`src/rtl/lsa_pkg.sv`:
```
package lsa_pkg;

  typedef enum logic {
    END_LITTLE = 1'b0,
    END_BIG    = 1'b1
  } endian_e;

  typedef enum logic {
    SZ_WORD = 1'b0,
    SZ_BYTE = 1'b1
  } size_e;

  typedef enum logic {
    DIR_LOAD  = 1'b0,
    DIR_STORE = 1'b1
  } dir_e;

endpackage

```
`src/rtl/lsa_lane_decode.sv`:
```
module lsa_lane_decode #(
  parameter int LANES = 4,
  localparam int OFS_W = $clog2(LANES)
) (
  input  logic [OFS_W-1:0] offset_i,
  input  logic             big_end_i,
  output logic [OFS_W-1:0] lane_idx_o,
  output logic [LANES-1:0] lane_oh_o
);
  import lsa_pkg::*;

  function automatic logic [OFS_W-1:0] pick_lane(input logic [OFS_W-1:0] ofs,
                                                  input endian_e e);
    if (e == END_BIG) return OFS_W'(LANES - 1) - ofs;
    return ofs;
  endfunction

  assign lane_idx_o = pick_lane(offset_i, endian_e'(big_end_i));

  for (genvar k = 0; k < LANES; k++) begin : g_oh
    assign lane_oh_o[k] = (lane_idx_o == OFS_W'(k));
  end

endmodule

```
`src/rtl/lsa_store_path.sv`:
```
module lsa_store_path #(
  parameter int DATA_W = 32,
  parameter int BYTE_W = 8,
  localparam int LANES = DATA_W / BYTE_W
) (
  input  logic              is_store_i,
  input  logic              is_byte_i,
  input  logic [LANES-1:0]  lane_oh_i,
  input  logic [DATA_W-1:0] src_i,
  output logic [DATA_W-1:0] bus_o,
  output logic [LANES-1:0]  stb_o
);
  import lsa_pkg::*;

  logic [DATA_W-1:0] repl_w;

  for (genvar k = 0; k < LANES; k++) begin : g_repl
    assign repl_w[k*BYTE_W +: BYTE_W] = src_i[BYTE_W-1:0];
  end

  always_comb begin
    bus_o = '0;
    stb_o = '0;
    if (dir_e'(is_store_i) == DIR_STORE) begin
      if (size_e'(is_byte_i) == SZ_BYTE) begin
        bus_o = repl_w;
        stb_o = lane_oh_i;
      end else begin
        bus_o = src_i;
        stb_o = '1;
      end
    end
  end

endmodule

```
`src/rtl/lsa_load_path.sv`:
```
module lsa_load_path #(
  parameter int DATA_W = 32,
  parameter int BYTE_W = 8,
  localparam int LANES = DATA_W / BYTE_W,
  localparam int OFS_W = $clog2(LANES)
) (
  input  logic              is_store_i,
  input  logic              is_byte_i,
  input  logic [OFS_W-1:0]  offset_i,
  input  logic [OFS_W-1:0]  lane_idx_i,
  input  logic [DATA_W-1:0] bus_i,
  output logic [DATA_W-1:0] reg_o
);
  import lsa_pkg::*;

  function automatic logic [DATA_W-1:0] rot_bytes(input logic [DATA_W-1:0] w,
                                                   input logic [OFS_W-1:0] ofs);
    logic [2*DATA_W-1:0] dbl;
    dbl = {w, w} >> (int'(ofs) * BYTE_W);
    return dbl[DATA_W-1:0];
  endfunction

  logic [BYTE_W-1:0] lane_a [LANES];
  logic [BYTE_W-1:0] sel_byte_w;
  logic [DATA_W-1:0] rot_w;

  for (genvar k = 0; k < LANES; k++) begin : g_lane
    assign lane_a[k] = bus_i[k*BYTE_W +: BYTE_W];
  end

  assign sel_byte_w = lane_a[lane_idx_i];
  assign rot_w      = rot_bytes(bus_i, offset_i);

  always_comb begin
    reg_o = '0;
    if (dir_e'(is_store_i) == DIR_LOAD) begin
      if (size_e'(is_byte_i) == SZ_BYTE) reg_o = {{(DATA_W-BYTE_W){1'b0}}, sel_byte_w};
      else                               reg_o = rot_w;
    end
  end

endmodule

```
`src/rtl/lsa_out_stage.sv`:
```
module lsa_out_stage #(
  parameter int DATA_W  = 32,
  parameter int LANES   = 4,
  parameter bit REG_OUT = 1'b1
) (
  input  logic              clk_i,
  input  logic              rst_ni,
  input  logic [DATA_W-1:0] bus_d,
  input  logic [DATA_W-1:0] reg_d,
  input  logic [LANES-1:0]  stb_d,
  output logic [DATA_W-1:0] bus_q,
  output logic [DATA_W-1:0] reg_q,
  output logic [LANES-1:0]  stb_q
);

  if (REG_OUT) begin : g_reg
    always_ff @(posedge clk_i or negedge rst_ni) begin
      if (!rst_ni) begin
        bus_q <= '0;
        reg_q <= '0;
        stb_q <= '0;
      end else begin
        bus_q <= bus_d;
        reg_q <= reg_d;
        stb_q <= stb_d;
      end
    end
  end else begin : g_comb
    logic unused_w;
    assign unused_w = clk_i ^ rst_ni;
    assign bus_q = bus_d;
    assign reg_q = reg_d;
    assign stb_q = stb_d;
  end

endmodule

```
`src/rtl/lsa_align_unit.sv`:
```
module lsa_align_unit #(
  parameter int DATA_W  = 32,
  parameter int BYTE_W  = 8,
  parameter bit REG_OUT = 1'b1,
  localparam int LANES  = DATA_W / BYTE_W,
  localparam int OFS_W  = $clog2(LANES)
) (
  input  logic              clk_i,
  input  logic              rst_ni,
  input  logic              is_store_i,
  input  logic              is_byte_i,
  input  logic [OFS_W-1:0]  addr_lo_i,
  input  logic              big_end_i,
  input  logic [DATA_W-1:0] st_reg_i,
  input  logic [DATA_W-1:0] bus_rd_i,
  output logic [DATA_W-1:0] bus_wr_o,
  output logic [DATA_W-1:0] reg_wr_o,
  output logic [LANES-1:0]  lane_en_o
);

  logic [OFS_W-1:0]  lane_idx_w;
  logic [LANES-1:0]  lane_oh_w;
  logic [DATA_W-1:0] st_bus_w;
  logic [LANES-1:0]  st_stb_w;
  logic [DATA_W-1:0] ld_reg_w;

  lsa_lane_decode #(.LANES(LANES)) u_dec (
    .offset_i  (addr_lo_i),
    .big_end_i (big_end_i),
    .lane_idx_o(lane_idx_w),
    .lane_oh_o (lane_oh_w)
  );

  lsa_store_path #(.DATA_W(DATA_W), .BYTE_W(BYTE_W)) u_st (
    .is_store_i(is_store_i),
    .is_byte_i (is_byte_i),
    .lane_oh_i (lane_oh_w),
    .src_i     (st_reg_i),
    .bus_o     (st_bus_w),
    .stb_o     (st_stb_w)
  );

  lsa_load_path #(.DATA_W(DATA_W), .BYTE_W(BYTE_W)) u_ld (
    .is_store_i(is_store_i),
    .is_byte_i (is_byte_i),
    .offset_i  (addr_lo_i),
    .lane_idx_i(lane_idx_w),
    .bus_i     (bus_rd_i),
    .reg_o     (ld_reg_w)
  );

  lsa_out_stage #(.DATA_W(DATA_W), .LANES(LANES), .REG_OUT(REG_OUT)) u_out (
    .clk_i (clk_i),
    .rst_ni(rst_ni),
    .bus_d (st_bus_w),
    .reg_d (ld_reg_w),
    .stb_d (st_stb_w),
    .bus_q (bus_wr_o),
    .reg_q (reg_wr_o),
    .stb_q (lane_en_o)
  );

endmodule

```
`config.mk`:
```
export PLATFORM = sky130hd
export DESIGN_NAME = lsa_align_unit
export DESIGN_NICKNAME = d
export VERILOG_FILES = /design/src/rtl/lsa_pkg.sv /design/src/rtl/lsa_lane_decode.sv /design/src/rtl/lsa_store_path.sv /design/src/rtl/lsa_load_path.sv /design/src/rtl/lsa_out_stage.sv /design/src/rtl/lsa_align_unit.sv
export SDC_FILE = /design/constraint.sdc
export NUM_CORES = 1
export LEC_CHECK = 0
export BUFFER_PORTS_ARGS = -buffer_cell sky130_fd_sc_hd__buf_2
export CAP_MARGIN = 30
export CELL_PAD_IN_SITES_DETAIL_PLACEMENT = 1
export CELL_PAD_IN_SITES_GLOBAL_PLACEMENT = 2
export CORE_ASPECT_RATIO = 0.6
export CORE_MARGIN = 2
export CORE_UTILIZATION = 31
export DETAILED_ROUTE_END_ITERATION = 16
export HOLD_SLACK_MARGIN = 0.03
export PLACE_DENSITY_LB_ADDON = 0.05
export SYNTH_ARGS = -nofsm -noshare
export SYNTH_HDL_FRONTEND = slang
export SYNTH_SLANG_ARGS = --single-unit
```
`constraint.sdc`:
```
create_clock -name clk_i -period 0.8 [get_ports clk_i]
set_input_delay 0.16 -clock clk_i [delete_from_list [all_inputs] [get_ports clk_i]]
set_output_delay 0.16 -clock clk_i [all_outputs]
set_load 0.05 [all_outputs]
```
==> Word-level counts from Yosys, hierarchy flattened <==
Index checks and enable logic that the tools add are counted.
{ "classes": {"n_addsub": 1, "magnitude_cmp": 1, "eq_ne": 3, "n_shift": 1, "muxes": 12, "bitwise": 1, "n_reduce_logical": 1} }
{ "op_table": {"columns": ["cell", "count"], "rows": [
  ["32-bit 2-to-1 mux", 4],
  ["64-bit by 5-bit >> shifter with 32-bit output", 1],
  ["8-bit binary-select mux with 2-bit select", 1],
  ["8-bit 2-to-1 mux", 2],
  ["4-bit 2-to-1 mux", 2],
  ["2-bit equality test (second input constant)", 2],
  ["2-bit 2-to-1 mux", 2],
  ["3-bit greater-or-equal comparator (second input constant)", 1],
  ["2-bit inverter with 3-bit output", 1],
  ["2-bit by 1-bit equality test with 1-bit output (second input constant)", 1],
  ["2-bit zero test", 1],
  ["2-bit subtractor (first input constant)", 1],
  ["1-bit 2-to-1 mux", 1]
]} }
{ "totals": {"reg_bits": 68, "inputBits": 71, "out_inout_bits": 68} }

==> Logic depth before layout (Yosys ltp) <==
Gate-level depths: netlist (run 1).
{ "depth": {"ltp_word": 9, "depth_mapped": 7, "mapped_depth_nobuf": 4} }

==> Hierarchy <==
From an unflattened synthesis (run 1), not the netlist that was laid out.
{ "unflattened": {"cells_unflattened": 264, "area_unflattened_um2": 3828.7} }
{ "by_module_without_submodules": {"columns": ["module", "instances", "cells_per_inst", "area_each_um2"], "rows": [
  ["lsa_out_stage", 1, 68, 1701.6],
  ["lsa_load_path", 1, 105, 1281.2],
  ["lsa_store_path", 1, 79, 750.7],
  ["lsa_lane_decode", 1, 12, 95.1]
]} }

==> Worst setup path after synthesis (run 1) <==
Ideal clock, no wire load.
{ "synth_path": {"kind": "input-to-reg", "start": "input big_end_i", "end": "register u_out.reg_q[5]", "setup_ps": 135, "arrival_ps": 1132, "t_required_ps": 665, "path_slack_ps": -467, "path_stages": 5, "path_buffers": 2, "path_cell_list": "buf_2 -> buf_2 -> mux2_2 -> o2111ai_1 -> o22ai_1"} }
{ "synth_via": {"elab_chain_len": 8} }
{ "synth_rtl": {"columns": ["element", "line_no", "text"], "rows": [
  ["start: declaration", "lsa_align_unit.sv:13", "input logic big_end_i,"],
  ["1-bit 2-to-1 mux", "lsa_lane_decode.sv:14", "if (e == END_BIG) return OFS_W'(LANES - 1) - ofs;"],
  ["2-bit 2-to-1 mux", "lsa_lane_decode.sv:15", "return ofs;"],
  ["2-bit inverter with 3-bit output (not written as such)", "lsa_load_path.sv:31", "assign sel_byte_w = lane_a[lane_idx_i];"],
  ["8-bit binary-select mux with 2-bit select", "lsa_load_path.sv:31", null],
  ["8-bit 2-to-1 mux (not written as such) (2 in a row)", "lsa_load_path.sv:31", null],
  ["32-bit 2-to-1 mux", "lsa_load_path.sv:37", "if (size_e'(is_byte_i) == SZ_BYTE) reg_o = {{(DATA_W-BYTE_W){1'b0}}, sel_byte_w};"],
  ["32-bit 2-to-1 mux", "lsa_load_path.sv:36", "if (dir_e'(is_store_i) == DIR_LOAD) begin"],
  ["net ld_reg_w[5]", "lsa_align_unit.sv:25", "logic [DATA_W-1:0] ld_reg_w;"],
  ["end signal: assignment", "lsa_out_stage.sv:24", "reg_q <= reg_d;"],
  ["end: declaration", "lsa_out_stage.sv:12", "output logic [DATA_W-1:0] reg_q,"]
]} }
The timed path passes the listed nets, and every way through them passes these cells. The select of a mux whose other input is x is not followed.

==> Worst setup path after layout (run 1) <==
{ "layout_path": {"start": "register u_out.reg_q[2]", "end": "output reg_wr_o[2]"} }
{ "layout_rtl": {"columns": ["element", "line_no", "text"], "rows": [
  ["end: declaration", "lsa_align_unit.sv:17", "output logic [DATA_W-1:0] reg_wr_o,"]
]} }
No word-level cell between the ends.

==> flow_summary.rst, run 1 <==
.. list-table::
   :header-rows: 1

   * - Metric
     - Value
   * - Most frequent cell after synthesis
     - dfrtp_1
   * - Post-synthesis instance area
     - 3670 um^2
   * - Clock slew seen by the registers of the worst setup and hold paths
     - around 60 ps
   * - Achievable frequency
     - 934 MHz
   * - Grt total ovfl
     - 0
   * - Post-DP HPWL
     - 7700 um
   * - Maximum clock path buffer count
     - 2
   * - Power per Cell Area
     - 1780 nW/um^2
   * - Tot GR Track Use
     - 19.2%
   * - Root buffer cell
     - clkbuf_16
   * - TritonCTS clock tree
     - built
   * - Area growth from synthesis to layout
     - 74.7%
   * - Final wirelength
     - about 12000 um
   * - Total Die Area
     - 12700 um^2
   * - Yosys cell types
     - 31
   * - Hold slack final
     - around 51 ps
   * - Sequential power share
     - 32.9%
   * - Cell Rows
     - 30
   * - Chip Width
     - 144 um
   * - Max-Slew Margin vs Limit
     - 80.1%
   * - Most frequent cells after synthesis
     - dfrtp_1, mux4_2, a21oi_1
   * - Worst Setup Slack post-DPL
     - -579 ps
   * - Synthesis Warnings
     - 0
   * - Count of vias placed by the detailed router
     - 3168
   * - Violations in the final reports
     - setup timing
   * - Stages on worst setup path
     - 1
   * - Kind of cell adding the most delay to the critical path
     - flip-flops
   * - Total count of max-transition violations in the final report
     - 0
   * - Routed vias/inst
     - between 4 and 5
   * - Mapped Nets
     - approximately 360
   * - Switching power summed over all nets
     - 3.45 mW
   * - Critical path's largest stage delay
     - 410 ps
   * - Hold Crit Class
     - in2reg
   * - Critical path capture point type
     - primary output
   * - Wire length of the first global-routing pass
     - ~18000 um
   * - Number of failing hold endpoints at the final stage
     - 0
   * - Endpoint required time on the critical path
     - 640 ps
   * - Hold Path Cell Cnt
     - 2
   * - Unrepaired setup endpoints after global routing
     - yes
   * - Slew at the pin with the worst max-slew slack
     - between 200 and 300 ps
   * - Maximum number of pins on one net before global-route repair
     - 39
   * - Period utilisation layout
     - 134%
   * - Async set or reset register ratio after synthesis
     - 100%
   * - H-tree depth
     - 3
   * - Final estimated routing congestion in global placement
     - 0.796
   * - Effective utilization at floorplan
     - 32.1%
   * - Main synth FF type
     - dfrtp_1
   * - Top cell type by total area after synthesis
     - dfrtp_1
   * - Final non-filler cell total
     - around 650
   * - Inserted Clock Buffers
     - 9
   * - Worst path arrival time
     - 910 ps
   * - Layout net count
     - approximately 560
   * - Number of maximum-capacitance constraint violations
     - 0
   * - Slowest cell on the critical path
     - dfrtp_1
   * - Flip-flop and latch count after synthesis
     - 68
   * - PortBufs
     - 138
   * - Fraction of power spent switching nets
     - 30.3%
   * - Detailed router's first-iteration violation count
     - 144
   * - Cell-internal power
     - between 7 and 8 mW
   * - Synthesized instance count
     - 290
   * - Post-DRT Antenna Nets
     - 0
   * - Outcome
     - finished with violations
   * - Core occupancy in the finished layout
     - 56.1%
   * - Critical Setup Path Class
     - reg2out
   * - Number of sinks handled by clock tree synthesis
     - 68
   * - Crit path setup slack, layout
     - -271 ps
   * - Fraction of the yosys area taken by sequential cells
     - 46.4%
   * - # DRC
     - 0
   * - Synthesized area divided by synthesized cell count
     - 12.6 um^2
   * - Layout cell share with drive strength beyond 1
     - 66.8%
   * - Final worst path period need
     - ~1100 ps
   * - Vias in the first global route
     - 3342
   * - CP Cell Sequence
     - buf_6
   * - Count of final setup violators
     - 100
   * - EDFF count, synth
     - 0
   * - Buffers plus inverters on the worst setup path
     - 1
   * - Core region area
     - 11400 um^2
   * - I/O pins
     - 139
   * - CP Launch Type
     - flop
   * - Number of cells in the design after placement
     - a little over 600
   * - Number of diodes
     - 0
   * - Worst-path maximum fanout
     - 1
   * - Sum Neg Setup Slack
     - -17240 ps
   * - Leakage power summed over all cells
     - 2.94 nW
   * - Antenna violations before repair
     - 0
   * - Iteration count of the initial detailed-routing pass
     - 4
   * - Worst IR drop on VDD
     - 1060 uV
   * - Yosys top cell area share
     - 46.4%
   * - Ranking of synthesized cells by area
     - dfrtp_1, mux4_2, a21oi_1
   * - Combinational cell fraction of total power
     - 28.8%
   * - Height of the chip
     - slightly below 90 um
   * - Clk network pwr share
     - 38.3%
   * - Avg WL per Cell
     - 18.2 um
[final timing paths]
path,from,end,slack [ps]
max,u_out.reg_q[2],reg_wr_o[2],-270
min,is_store_i,u_out.reg_q[0],50
min in group asynchronous,rst_ni,u_out.reg_q[6],340
max in group asynchronous,rst_ni,u_out.bus_q[25],260
[final cells by class]
class	instances	area, um^2
Multi-Input combinational cell	192	2120
Inverter	4	17.5
Tap cell	160	200
Clock inverter	7	98.8
Sequential cell	68	1700
Clock buffer	9	225
Timing Repair Buffer	211	2040
Fill cell	1148	5010
[cell families after synthesis]
| family | share of synthesized area [%] |
|---|---|
| flops | 46.4 |
| compound gates | 8.50 |
| mux | 25.9 |
| buf+inv | 5.05 |
| simple gates | 14.2 |
[metrics by stage]
step / instance area (um^2) / power, mW
floorplan: 3810 / 5.46
global placement: 4900 / 6.29
detailed placement: 4900 / 6.33
CTS: 6220 / 11.4
global route: 6400 / 11.9
finish: 6400 / 11.4
[registers in the layout, indices dropped and copies added, names as in the netlist]
signal / cells
u_out.stb_q: 4
u_out.reg_q: 32
u_out.bus_q: 32
[what timing repair did]
| item | in CTS | in global routing |
|---|---|---|
| pin swaps | 16 | 13 |
| hold buffers | 1 | 0 |
| endpoints found under the hold margin | 68 | 0 |
| gates cloned | 7 | 0 |
| setup buffers | 12 | 10 |
| endpoints found under the setup margin | 104 | 104 |
| resized for setup | 201 | 45 |
[power groups by stage]
stage | sequential, mW | clock, mW | combinational, mW
global route | 3.77 | 4.64 | 3.49
detailed placement | 3.76 | 0 | 2.57
CTS | 3.75 | 4.46 | 3.18
floorplan | 4.51 | 0 | 0.946
finish | 3.75 | 4.37 | 3.29
global placement | 3.76 | 0 | 2.53
[placed cells by master, fill, tap and decap left out, types with 2 or more instances in the layout]
master,instances
o21ai_1,3
o21ai_2,4
buf_16,4
and2_4,2
buf_4,36
buf_6,86
nor3_2,2
nor2b_1,10
nor2_2,3
and2_1,9
buf_2,65
a21oi_2,7
nor2b_4,16
a221o_1,2
dfrtp_1,68
nand2_4,4
nand2b_1,24
a21oi_4,2
buf_8,5
bufinv_16,2
inv_6,2
inv_1,2
a21oi_1,27
mux2i_1,5
mux4_2,39
buf_12,14
o221ai_2,3
or3_4,2
nand2_1,5
clkbuf_16,9
nand2_2,6
[metal layers]
| metal | track usage, % | share of wire (%) | up-vias |
|---|---|---|---|
| met5 | 0 | 0 | - |
| met4 | 4.50 | 0.63 | 0 |
| met2 | 30.2 | 48 | 102 |
| li1 | - | - | 1463 |
| met3 | 5.09 | 6.5 | 8 |
| met1 | 26.9 | 45 | 1595 |
Power figures use the tool's default switching activity.
==> run 2: changes to the inputs <==
Settings changed: MAX_ROUTING_LAYER set to met4.
==> run 2 against run 1 <==
Compared with the run above:
- die area unchanged
- the run still ends with setup timing left
- first-iteration DRC count decreased by 15%
- critical path depth unchanged
- largest power group unchanged
- design area unchanged
==> flow_summary.rst, run 2 (synthesis gave the netlist of run 1 again) <==
.. list-table::
   :header-rows: 1

   * - Metric
     - Value
   * - Number of maximum-capacitance constraint violations
     - 0 (unchanged)
   * - Layout net count
     - 557 (unchanged)
   * - Violations in the final reports
     - setup timing
   * - Count of final setup violators
     - 100 (unchanged)
   * - Slew at the pin with the worst max-slew slack
     - 297 ps (-1.58 ps)
   * - Leakage power summed over all cells
     - 2.94 nW (unchanged)
   * - Final estimated routing congestion in global placement
     - 0.807 (+1.4%)
   * - Power per Cell Area
     - 1780 nW/um^2 (about the same)
   * - Core region area
     - 11400 um^2 (unchanged)
   * - Maximum number of pins on one net before global-route repair
     - 39 (unchanged)
   * - Crit path setup slack, layout
     - -273 ps (-2.17 ps)
   * - Post-DRT Antenna Nets
     - 0 (unchanged)
   * - Worst-path maximum fanout
     - 1 (unchanged)
   * - H-tree depth
     - 3 (unchanged)
   * - # DRC
     - 0 (unchanged)
   * - Critical path's largest stage delay
     - 410 ps (about the same)
   * - Clock slew seen by the registers of the worst setup and hold paths
     - 60 ps (about the same)
   * - Worst Hold Endpoint
     - u_out.reg_q[0]
   * - PortBufs
     - 138 (unchanged)
   * - Endpoint required time on the critical path
     - 640 ps (about the same)
   * - Number of diodes
     - 0 (unchanged)
   * - Core occupancy in the finished layout
     - 56.1% (unchanged)
   * - CP Launch Type
     - flop
   * - Buffers plus inverters on the worst setup path
     - 1 (unchanged)
   * - Origin of the worst min-delay path
     - is_store_i
   * - Post-DP HPWL
     - 7700 um (unchanged)
   * - Final wirelength
     - 11800 um (+0.18%)
   * - Wire length of the first global-routing pass
     - 18300 um (+0.11%)
   * - Worst IR drop on VDD
     - 1070 uV (+0.73%)
   * - Count of vias placed by the detailed router
     - 3161 (-0.22%)
   * - Avg WL per Cell
     - 18.2 um (+0.18%)
   * - Antenna violations before repair
     - 0 (unchanged)
   * - Inserted Clock Buffers
     - 9 (unchanged)
   * - Critical Setup Path Class
     - reg2out
   * - Maximum clock path buffer count
     - 2 (unchanged)
   * - Slowest cell on the critical path
     - dfrtp_1
   * - Unrepaired setup endpoints after global routing
     - yes
   * - Max-Slew Margin vs Limit
     - 80.2% (+0.11 points)
   * - Total Die Area
     - 12700 um^2 (unchanged)
   * - TritonCTS clock tree
     - built
   * - Iteration count of the initial detailed-routing pass
     - 4 (unchanged)
   * - Routed vias/inst
     - 4.86 (-0.22%)
   * - Hold Path Cell Cnt
     - 2 (unchanged)
   * - Layout cell share with drive strength beyond 1
     - 66.8% (unchanged)
   * - Grt total ovfl
     - 0 (unchanged)
   * - Total count of max-transition violations in the final report
     - 0 (unchanged)
   * - Number of sinks handled by clock tree synthesis
     - 68 (unchanged)
   * - Tot GR Track Use
     - 19.9% (+0.69 points)
   * - Commonest non-fill, non-tap cell in the layout
     - buf_6
   * - Sum Neg Setup Slack
     - -17260 ps (-25.9 ps)
   * - Top flop regs
     - u_out.bus_q x32, u_out.reg_q x32, u_out.stb_q x4
   * - Final worst path period need
     - 1070 ps (+2.16 ps)
   * - Area growth from synthesis to layout
     - 74.7% (unchanged)
   * - Outcome
     - finished with violations
   * - Commonest cells after routing, fill and taps aside
     - buf_6, dfrtp_1, buf_2
   * - Achievable frequency
     - 932 MHz (-0.20%)
   * - Number of failing hold endpoints at the final stage
     - 0 (unchanged)
   * - Cell Rows
     - 30 (unchanged)
   * - Critical path capture point type
     - primary output
   * - Detailed router's first-iteration violation count
     - 122 (-15%)
   * - CP Cell Sequence
     - buf_6
   * - Chip Width
     - 144 um (unchanged)
   * - Root buffer cell
     - clkbuf_16
   * - Effective utilization at floorplan
     - 32.1% (unchanged)
   * - Worst path arrival time
     - 910 ps (about the same)
   * - Height of the chip
     - 88.3 um (unchanged)
   * - Hold Crit Class
     - in2reg
   * - Worst Setup Slack post-DPL
     - -579 ps (unchanged)
   * - I/O pins
     - 139 (unchanged)
   * - Kind of cell adding the most delay to the critical path
     - flip-flops
   * - Period utilisation layout
     - 134% (+0.27 points)
   * - Vias in the first global route
     - 3346 (+0.12%)
==> run 2: cell counts in the layout (fill, tap and decap cells not counted) <==
Identical to the previous run, type by type.
==> run 2: layout make-up <==
cell class / count / area (um^2)
Clock inverter: 7 / 98.8
Timing Repair Buffer: 211 / 2040
Clock buffer: 9 / 225
Multi-Input combinational cell: 192 / 2120
Sequential cell: 68 / 1700
Tap cell: 160 / 200
Inverter: 4 / 17.5
Fill cell: 1148 / 5010
==> run 2: report_power, final <==
group	switching [mW]	internal [mW]
Clock	1.61	2.75
Sequential	0.105	3.65
Combinational	1.73	1.56
==> run 2: worst max path at each step <==
stage	start	end	slack, ps	cells past startpoint
after floorplan	addr_lo_i[0]	u_out.reg_q[2]	-380	5
after global placement	addr_lo_i[0]	u_out.reg_q[4]	-540	5
after detailed placement	addr_lo_i[0]	u_out.reg_q[6]	-580	5
after CTS	u_out.reg_q[2]	reg_wr_o[2]	-270	1
after global routing	u_out.reg_q[2]	reg_wr_o[2]	-290	1
final	u_out.reg_q[2]	reg_wr_o[2]	-270	1
==> run 2: routing by layer <==
metal  vias to the layer above  global-route usage [%]  wire (um)
li1                       1460                       -          -
met2                        95                    30.3       5680
met4                         0                    4.24         76
met5                         -                       -          0
met3                         9                    5.41        768
met1                      1597                    26.9       5320
==> run 2: timing repair <==
item,in CTS,in global routing
endpoints found under the hold margin,68,0
hold buffers,1,0
resized for setup,201,45
endpoints found under the setup margin,104,104
gates cloned,7,0
buffers inserted,12,10
pin swaps,16,13
==> run 2: stage by stage <==
stage               area (um^2)  power, mW  hold WS, ps  cells
finish                     6400       11.4         51.7    651
global route               6400       11.9         50.9    651
CTS                        6220       11.4         40.5    645
detailed placement         4900       6.33          146    609
global placement           4900       6.29          148    609
floorplan                  3810       5.46         -136    290
